<file path="config.mk">
export PLATFORM = sky130hd
export DESIGN_NAME = lsd_latched_decoder
export DESIGN_NICKNAME = d
export VERILOG_FILES = /design/src/rtl/lsd_pkg.sv /design/src/rtl/lsd_rst_sync.sv /design/src/rtl/lsd_addr_hold.sv /design/src/rtl/lsd_line_decode.sv /design/src/rtl/lsd_latched_decoder.sv
export SDC_FILE = /design/constraint.sdc
export NUM_CORES = 1
export LEC_CHECK = 0
export CORE_AREA = 2 2 39 41
export CTS_BUF_LIST = sky130_fd_sc_hd__clkbuf_4 sky130_fd_sc_hd__clkbuf_8
export CTS_CLUSTER_SIZE = 25
export DETAILED_ROUTE_END_ITERATION = 12
export DIE_AREA = 0 0 41 43
export PLACE_DENSITY = 0.6
export SYNTH_ARGS = -nofsm -noshare
export SYNTH_HDL_FRONTEND = slang
export SYNTH_SLANG_ARGS = --single-unit
</file>
<file path="constraint.sdc">
create_clock -name clk -period 1.72 [get_ports clk]
set_clock_uncertainty 0.05 [all_clocks]
set_input_delay 0.516 -clock clk [delete_from_list [all_inputs] [get_ports clk]]
set_output_delay 0.516 -clock clk [all_outputs]
set_load 0.01 [all_outputs]
</file>
<file path="src/rtl/lsd_pkg.sv">
package lsd_pkg;
  typedef enum logic {
    POL_HIGH = 1'b0,
    POL_LOW  = 1'b1
  } pol_e;
endpackage

</file>
<file path="src/rtl/lsd_rst_sync.sv">
module lsd_rst_sync #(
  parameter int STAGES = 2
) (
  input  logic clk,
  input  logic rst_n,
  output logic rst_n_sync
);
  logic [STAGES-1:0] chain_q;
  logic [STAGES-1:0] chain_d;

  always_comb begin
    chain_d = {chain_q[STAGES-2:0], 1'b1};
  end

  always_ff @(posedge clk or negedge rst_n) begin
    if (!rst_n) chain_q <= '0;
    else        chain_q <= chain_d;
  end

  assign rst_n_sync = chain_q[STAGES-1];
endmodule

</file>
<file path="src/rtl/lsd_addr_hold.sv">
module lsd_addr_hold #(
  parameter int SEL_W = 4
) (
  input  logic             clk,
  input  logic             rst_n,
  input  logic             load,
  input  logic [SEL_W-1:0] sel_in,
  output logic [SEL_W-1:0] sel_q
);
  logic [SEL_W-1:0] sel_d;

  always_comb begin
    sel_d = sel_q;
    if (load) sel_d = sel_in;
  end

  always_ff @(posedge clk or negedge rst_n) begin
    if (!rst_n) sel_q <= '0;
    else        sel_q <= sel_d;
  end
endmodule

</file>
<file path="src/rtl/lsd_line_decode.sv">
module lsd_line_decode
  import lsd_pkg::*;
#(
  parameter int   SEL_W    = 4,
  parameter pol_e POLARITY = POL_HIGH,
  localparam int  LINES    = 1 << SEL_W
) (
  input  logic [SEL_W-1:0] sel,
  input  logic             en_n,
  output logic [LINES-1:0] lines
);
  logic [LINES-1:0] hit;

  for (genvar g = 0; g < LINES; g++) begin : g_line
    assign hit[g] = (sel == SEL_W'(g)) & ~en_n;
    if (POLARITY == POL_LOW) begin : g_low
      assign lines[g] = ~hit[g];
    end else begin : g_high
      assign lines[g] = hit[g];
    end
  end
endmodule

</file>
<file path="src/rtl/lsd_latched_decoder.sv">
module lsd_latched_decoder
  import lsd_pkg::*;
#(
  parameter int   SEL_W    = 4,
  parameter pol_e POLARITY = POL_HIGH,
  localparam int  LINES    = 1 << SEL_W
) (
  input  logic             clk,
  input  logic             rst_n,
  input  logic [SEL_W-1:0] addr,
  input  logic             strobe,
  input  logic             en_n,
  output logic [LINES-1:0] lines
);
  logic             rst_n_sync;
  logic [SEL_W-1:0] held_sel;

  lsd_rst_sync #(.STAGES(2)) u_rst (
    .clk        (clk),
    .rst_n      (rst_n),
    .rst_n_sync (rst_n_sync)
  );

  lsd_addr_hold #(.SEL_W(SEL_W)) u_hold (
    .clk    (clk),
    .rst_n  (rst_n_sync),
    .load   (strobe),
    .sel_in (addr),
    .sel_q  (held_sel)
  );

  lsd_line_decode #(.SEL_W(SEL_W), .POLARITY(POLARITY)) u_dec (
    .sel   (held_sel),
    .en_n  (en_n),
    .lines (lines)
  );
endmodule

</file>
Word level (Yosys, flattened, before mapping)
Cells that the tools add are included.
W data, S select, Z words.

cells by class
  $add $sub $neg = 0
  multiply operators = 0
  div/mod/pow operators = 0
  magnitude comparators = 0
  equal/unequal tests = 15
  shift operators = 0
  multiplexer cells = 0
  bitwise operators = 17
  reduce and logical (&&, ||, !) cells = 1

operator list
  cell                  count
  $eq A4 B4 Y1 const B  8
  $and A1 B1 Y1         16
  $eq A4 B3 Y1 const B  4
  $eq A4 B2 Y1 const B  2
  $eq A4 B1 Y1 const B  1
  $logic_not A4 Y1      1
  $not A1 Y1            1

word-level totals
  flip-flop bits (word level) = 6
  latch bits = 0
  bits in writable memories = 0
  memory bits (read-only) = 0
  input bits = 8
  output and inout port bits = 16
  memories = 0

Longest topological paths before layout
  word-level depth = 2
  gate-level depth with buffers = 2
  depth with buffers taken out = 2

By module
Synthesis repeated with hierarchy kept, for this count alone.

unflattened totals
  cells, all modules = 34
  area, all modules = 311.5 um^2

modules (own cells, without submodules)
  module           times used  cells each  area each (um^2)  sequential area each (um^2)
  lsd_addr_hold    1           8           145.1             100.1
  lsd_line_decode  1           23          112.6             0.0
  lsd_rst_sync     1           3           53.8              50.0

Least setup slack after synthesis
Ideal clock, no wire load.

  kind = input port to output port
  start = input en_n
  end = output lines[4]
  arrival = 1.187 ns
  required time = 1.154 ns
  slack = -0.033 ns
  cell stages on the path = 2
  path buffers = 0
  path through = or3b_1 nor3_1

between the ends
  word-level cells in the longest chain between the ends = 2

ends and longest elaborated chain
  element          RTL line                   RTL
  start, declared  lsd_latched_decoder.sv:12  input logic en_n,
  $not A1 Y1       lsd_line_decode.sv:15      assign hit[g] = (sel == SEL_W'(g)) & ~en_n;
  $and A1 B1 Y1    lsd_line_decode.sv:15
  end, declared    lsd_latched_decoder.sv:13  output logic [LINES-1:0] lines

Every way passes these cells.

Final worst setup path
  start = register u_hold.sel_q[3]
  end = output lines[4]

between the ends
  word-level cells in the longest chain between the ends = 2

ends and longest elaborated chain
  element                 RTL line               RTL
  start, declared         lsd_addr_hold.sv:8     output logic [SEL_W-1:0] sel_q
  start signal, assigned  lsd_addr_hold.sv:19    else sel_q <= sel_d;
  $eq A4 B3 Y1            lsd_line_decode.sv:15
  $and A1 B1 Y1           lsd_line_decode.sv:15

Every way passes these cells.

==> impl_metrics.env <==
export IMPL_ir_drop_v=0.000491
export IMPL_clkTransAtPathRegs_ns=0.04
export IMPL_muxShareOfSynthArea_pct=14.5
export IMPL_timing_rr_start="u_hold.sel_q[1]"
export IMPL_die_h_um=43
export IMPL_die_area_mm2=0.00176
export IMPL_pwr_density_cell_mw_per_mm2=650
export IMPL_dr_wl_met3_um=99
export IMPL_rsz0062_at_grt="true"
export IMPL_p_leak_nw=0.286
export IMPL_final_common_cell="buf_2"
export IMPL_ys_ff_latch=6
export IMPL_maxCapViolCount=0
export IMPL_grt_util_all_layers_pct=10.6
export IMPL_placed_area_um2=587
export IMPL_wirelength_um=829
export IMPL_yosysUniqueCellTypes=11
export IMPL_chipWidth_um=41
export IMPL_worstSetupStartpointType="flip-flop"
export IMPL_wire_per_inst_um=10.2
export IMPL_cts_buffers=3
export IMPL_min_path_type="flip-flop to asynchronous set/reset pin"
export IMPL_finalPower_mw=0.394
export IMPL_ios=24
export IMPL_antenna_found_initial=0
export IMPL_grt_pass1_wl_um=1250
export IMPL_wl_met1_um=258
export IMPL_initial_core_util_pct=22.5
export IMPL_cts_sinks=6
export IMPL_highest_layer="met3"
export IMPL_status="finished with violations"
export IMPL_synth_area_top_cells="dfrtp_1 (48%), nor2_1 (14%), mux2_1 (7.2%)"
export IMPL_pre_cts_ws_ns=-0.947
export IMPL_setup_viol=16
export IMPL_path_class="flip-flop to output port"
export IMPL_setup_ws_ns=-0.156
export IMPL_worst_r2r_cell_count=2
export IMPL_clock_path_buffers=2
export IMPL_syn_cell_area_um2=312
export IMPL_route_met2_wl_um=471
export IMPL_synth_top_area_share_pct=48.2
export IMPL_dr_first_iter_drc_count=2
export IMPL_num_vias=351
export IMPL_numPortBuffers=23
export IMPL_synth_top_family_by_area="simple AND/OR/NAND/NOR gates"
export IMPL_place_hpwl_um=647
export IMPL_clk_latency_ns=0.23
export IMPL_synth_compound_area_share_pct=0
export IMPL_core_rowCount=14
export IMPL_cp_required_ns=1.15
export IMPL_synth_xor_area_share_pct=0
export IMPL_critical_path_arrival_ns=1.31
export IMPL_hold_slack_ns=0.00401
export IMPL_cts_tree="yes"
export IMPL_drt_pass1_iterations=2
export IMPL_period_share_pct=109
export IMPL_grt_max_degree=7
export IMPL_grt_pass1_vias=348
export IMPL_ant_nets=0
export IMPL_synthAdderAreaFrac_pct=0
export IMPL_synth_top_area_cell="dfrtp_1"
export IMPL_ys_seq_area_share_pct=48.2
export IMPL_drive_above_1_share_pct=64.6
export IMPL_coreArea_mm2=0.00138
export IMPL_yosys_area_share_simple_pct=36.1
export IMPL_hold_viol_final=0
export IMPL_slew_viol_final=0
export IMPL_ys_warn_count=0
export IMPL_cts_root_buf="clkbuf_4"
export IMPL_h_tree_depth=1
export IMPL_synthCells=34
export IMPL_synth_fp_nets=42
export IMPL_vias_per_cell=4.33
export IMPL_overflow=0
export IMPL_post_route_min_period_ns=1.88
export IMPL_syn_to_final_growth_pct=94.8
export IMPL_antenna_cells=0
export IMPL_crit_fanout=5
export IMPL_design_area_um2=607
export IMPL_final_cell_mix="buf_2 (15), nor2_1 (7), clkdlybuf4s50_1 (6)"
export IMPL_fin_nets=75
export IMPL_fin_util_pct=43.9
export IMPL_violations="setup timing"
export IMPL_avgSynthCellArea_um2=9.16
export IMPL_timing_fmax_ghz=0.533
export IMPL_drc_errors=0
export IMPL_r2r_end="u_hold.sel_q[1]"
export IMPL_endpoint_kind="output port"
export IMPL_rrSetupSlack_ns=0.69
export IMPL_gp_congestion=0.591
-- final cells by class --
cell class	count	area (µm²)
Sequential cell	6	151
Timing Repair Buffer	28	199
Tap cell	16	20.0
Multi-Input combinational cell	28	214
Clock buffer	3	22.5
Fill cell	147	777
-- cells by family after synthesis --
logic type | Yosys count
other cells | 1
mux | 4
simple gates | 23
flops | 6
-- where the power goes --
group	internal (mW)	total, mW	switching, mW
Clock	0.0784	0.121	0.0429
Sequential	0.154	0.170	0.0162
Combinational	0.0576	0.103	0.0452
-- per-stage QoR --
step	cells	setup TNS, ns
detailed placement	75	-13.67
floorplan	34	0
finish	81	-1.70
global placement	75	-13.43
CTS	81	-1.95
global route	81	-2.66
-- per-layer routing --
layer  up-vias  track usage [%]
met2        16             21.3
li1        176                -
met5         -                0
met3         0             3.66
met1       159             6.95
met4         0             6.00
-- cell usage after synthesis --
master and instances:
or3b_1 2, nor3_1 4, nand2b_1 2, nand2_1 1
mux2_1 2, or3_1 1, dfrtp_1 6, nor2_1 12
conb_1 1, mux2_2 2, nand3b_1 1
-- registers in the layout, indices dropped and copies added, names as in the netlist --
register and count:
u_hold.sel_q 4, u_rst.chain_q 2
-- worst max-delay path: stages (launching register included) --
cell and delay, ns:
dfrtp_1 0.40, or3b_4 0.42, nor3_2 0.11, buf_2 0.15
-- how the worst max path moves through the flow --
stage | cells after the start | slack [ns] | start | endpoint
6_report | 3 | -0.16 | u_hold.sel_q[3] | lines[4]
5_1_grt | 3 | -0.23 | u_hold.sel_q[3] | lines[8]
4_1_cts | 3 | -0.24 | u_hold.sel_q[2] | lines[4]
3_5_place_dp | 4 | -0.95 | en_n | lines[4]
3_3_place_gp | 4 | -0.92 | en_n | lines[4]
2_1_floorplan | 2 | 0.006 | en_n | lines[0]
-- repair_timing --
item,4_1_cts,5_1_grt
pin swaps,9,4
hold buffers,0,0
resized for setup,74,12
setup buffers,3,0
endpoints found under the setup margin,16,16
No activity file was read; power rests on OpenSTA's default activity.
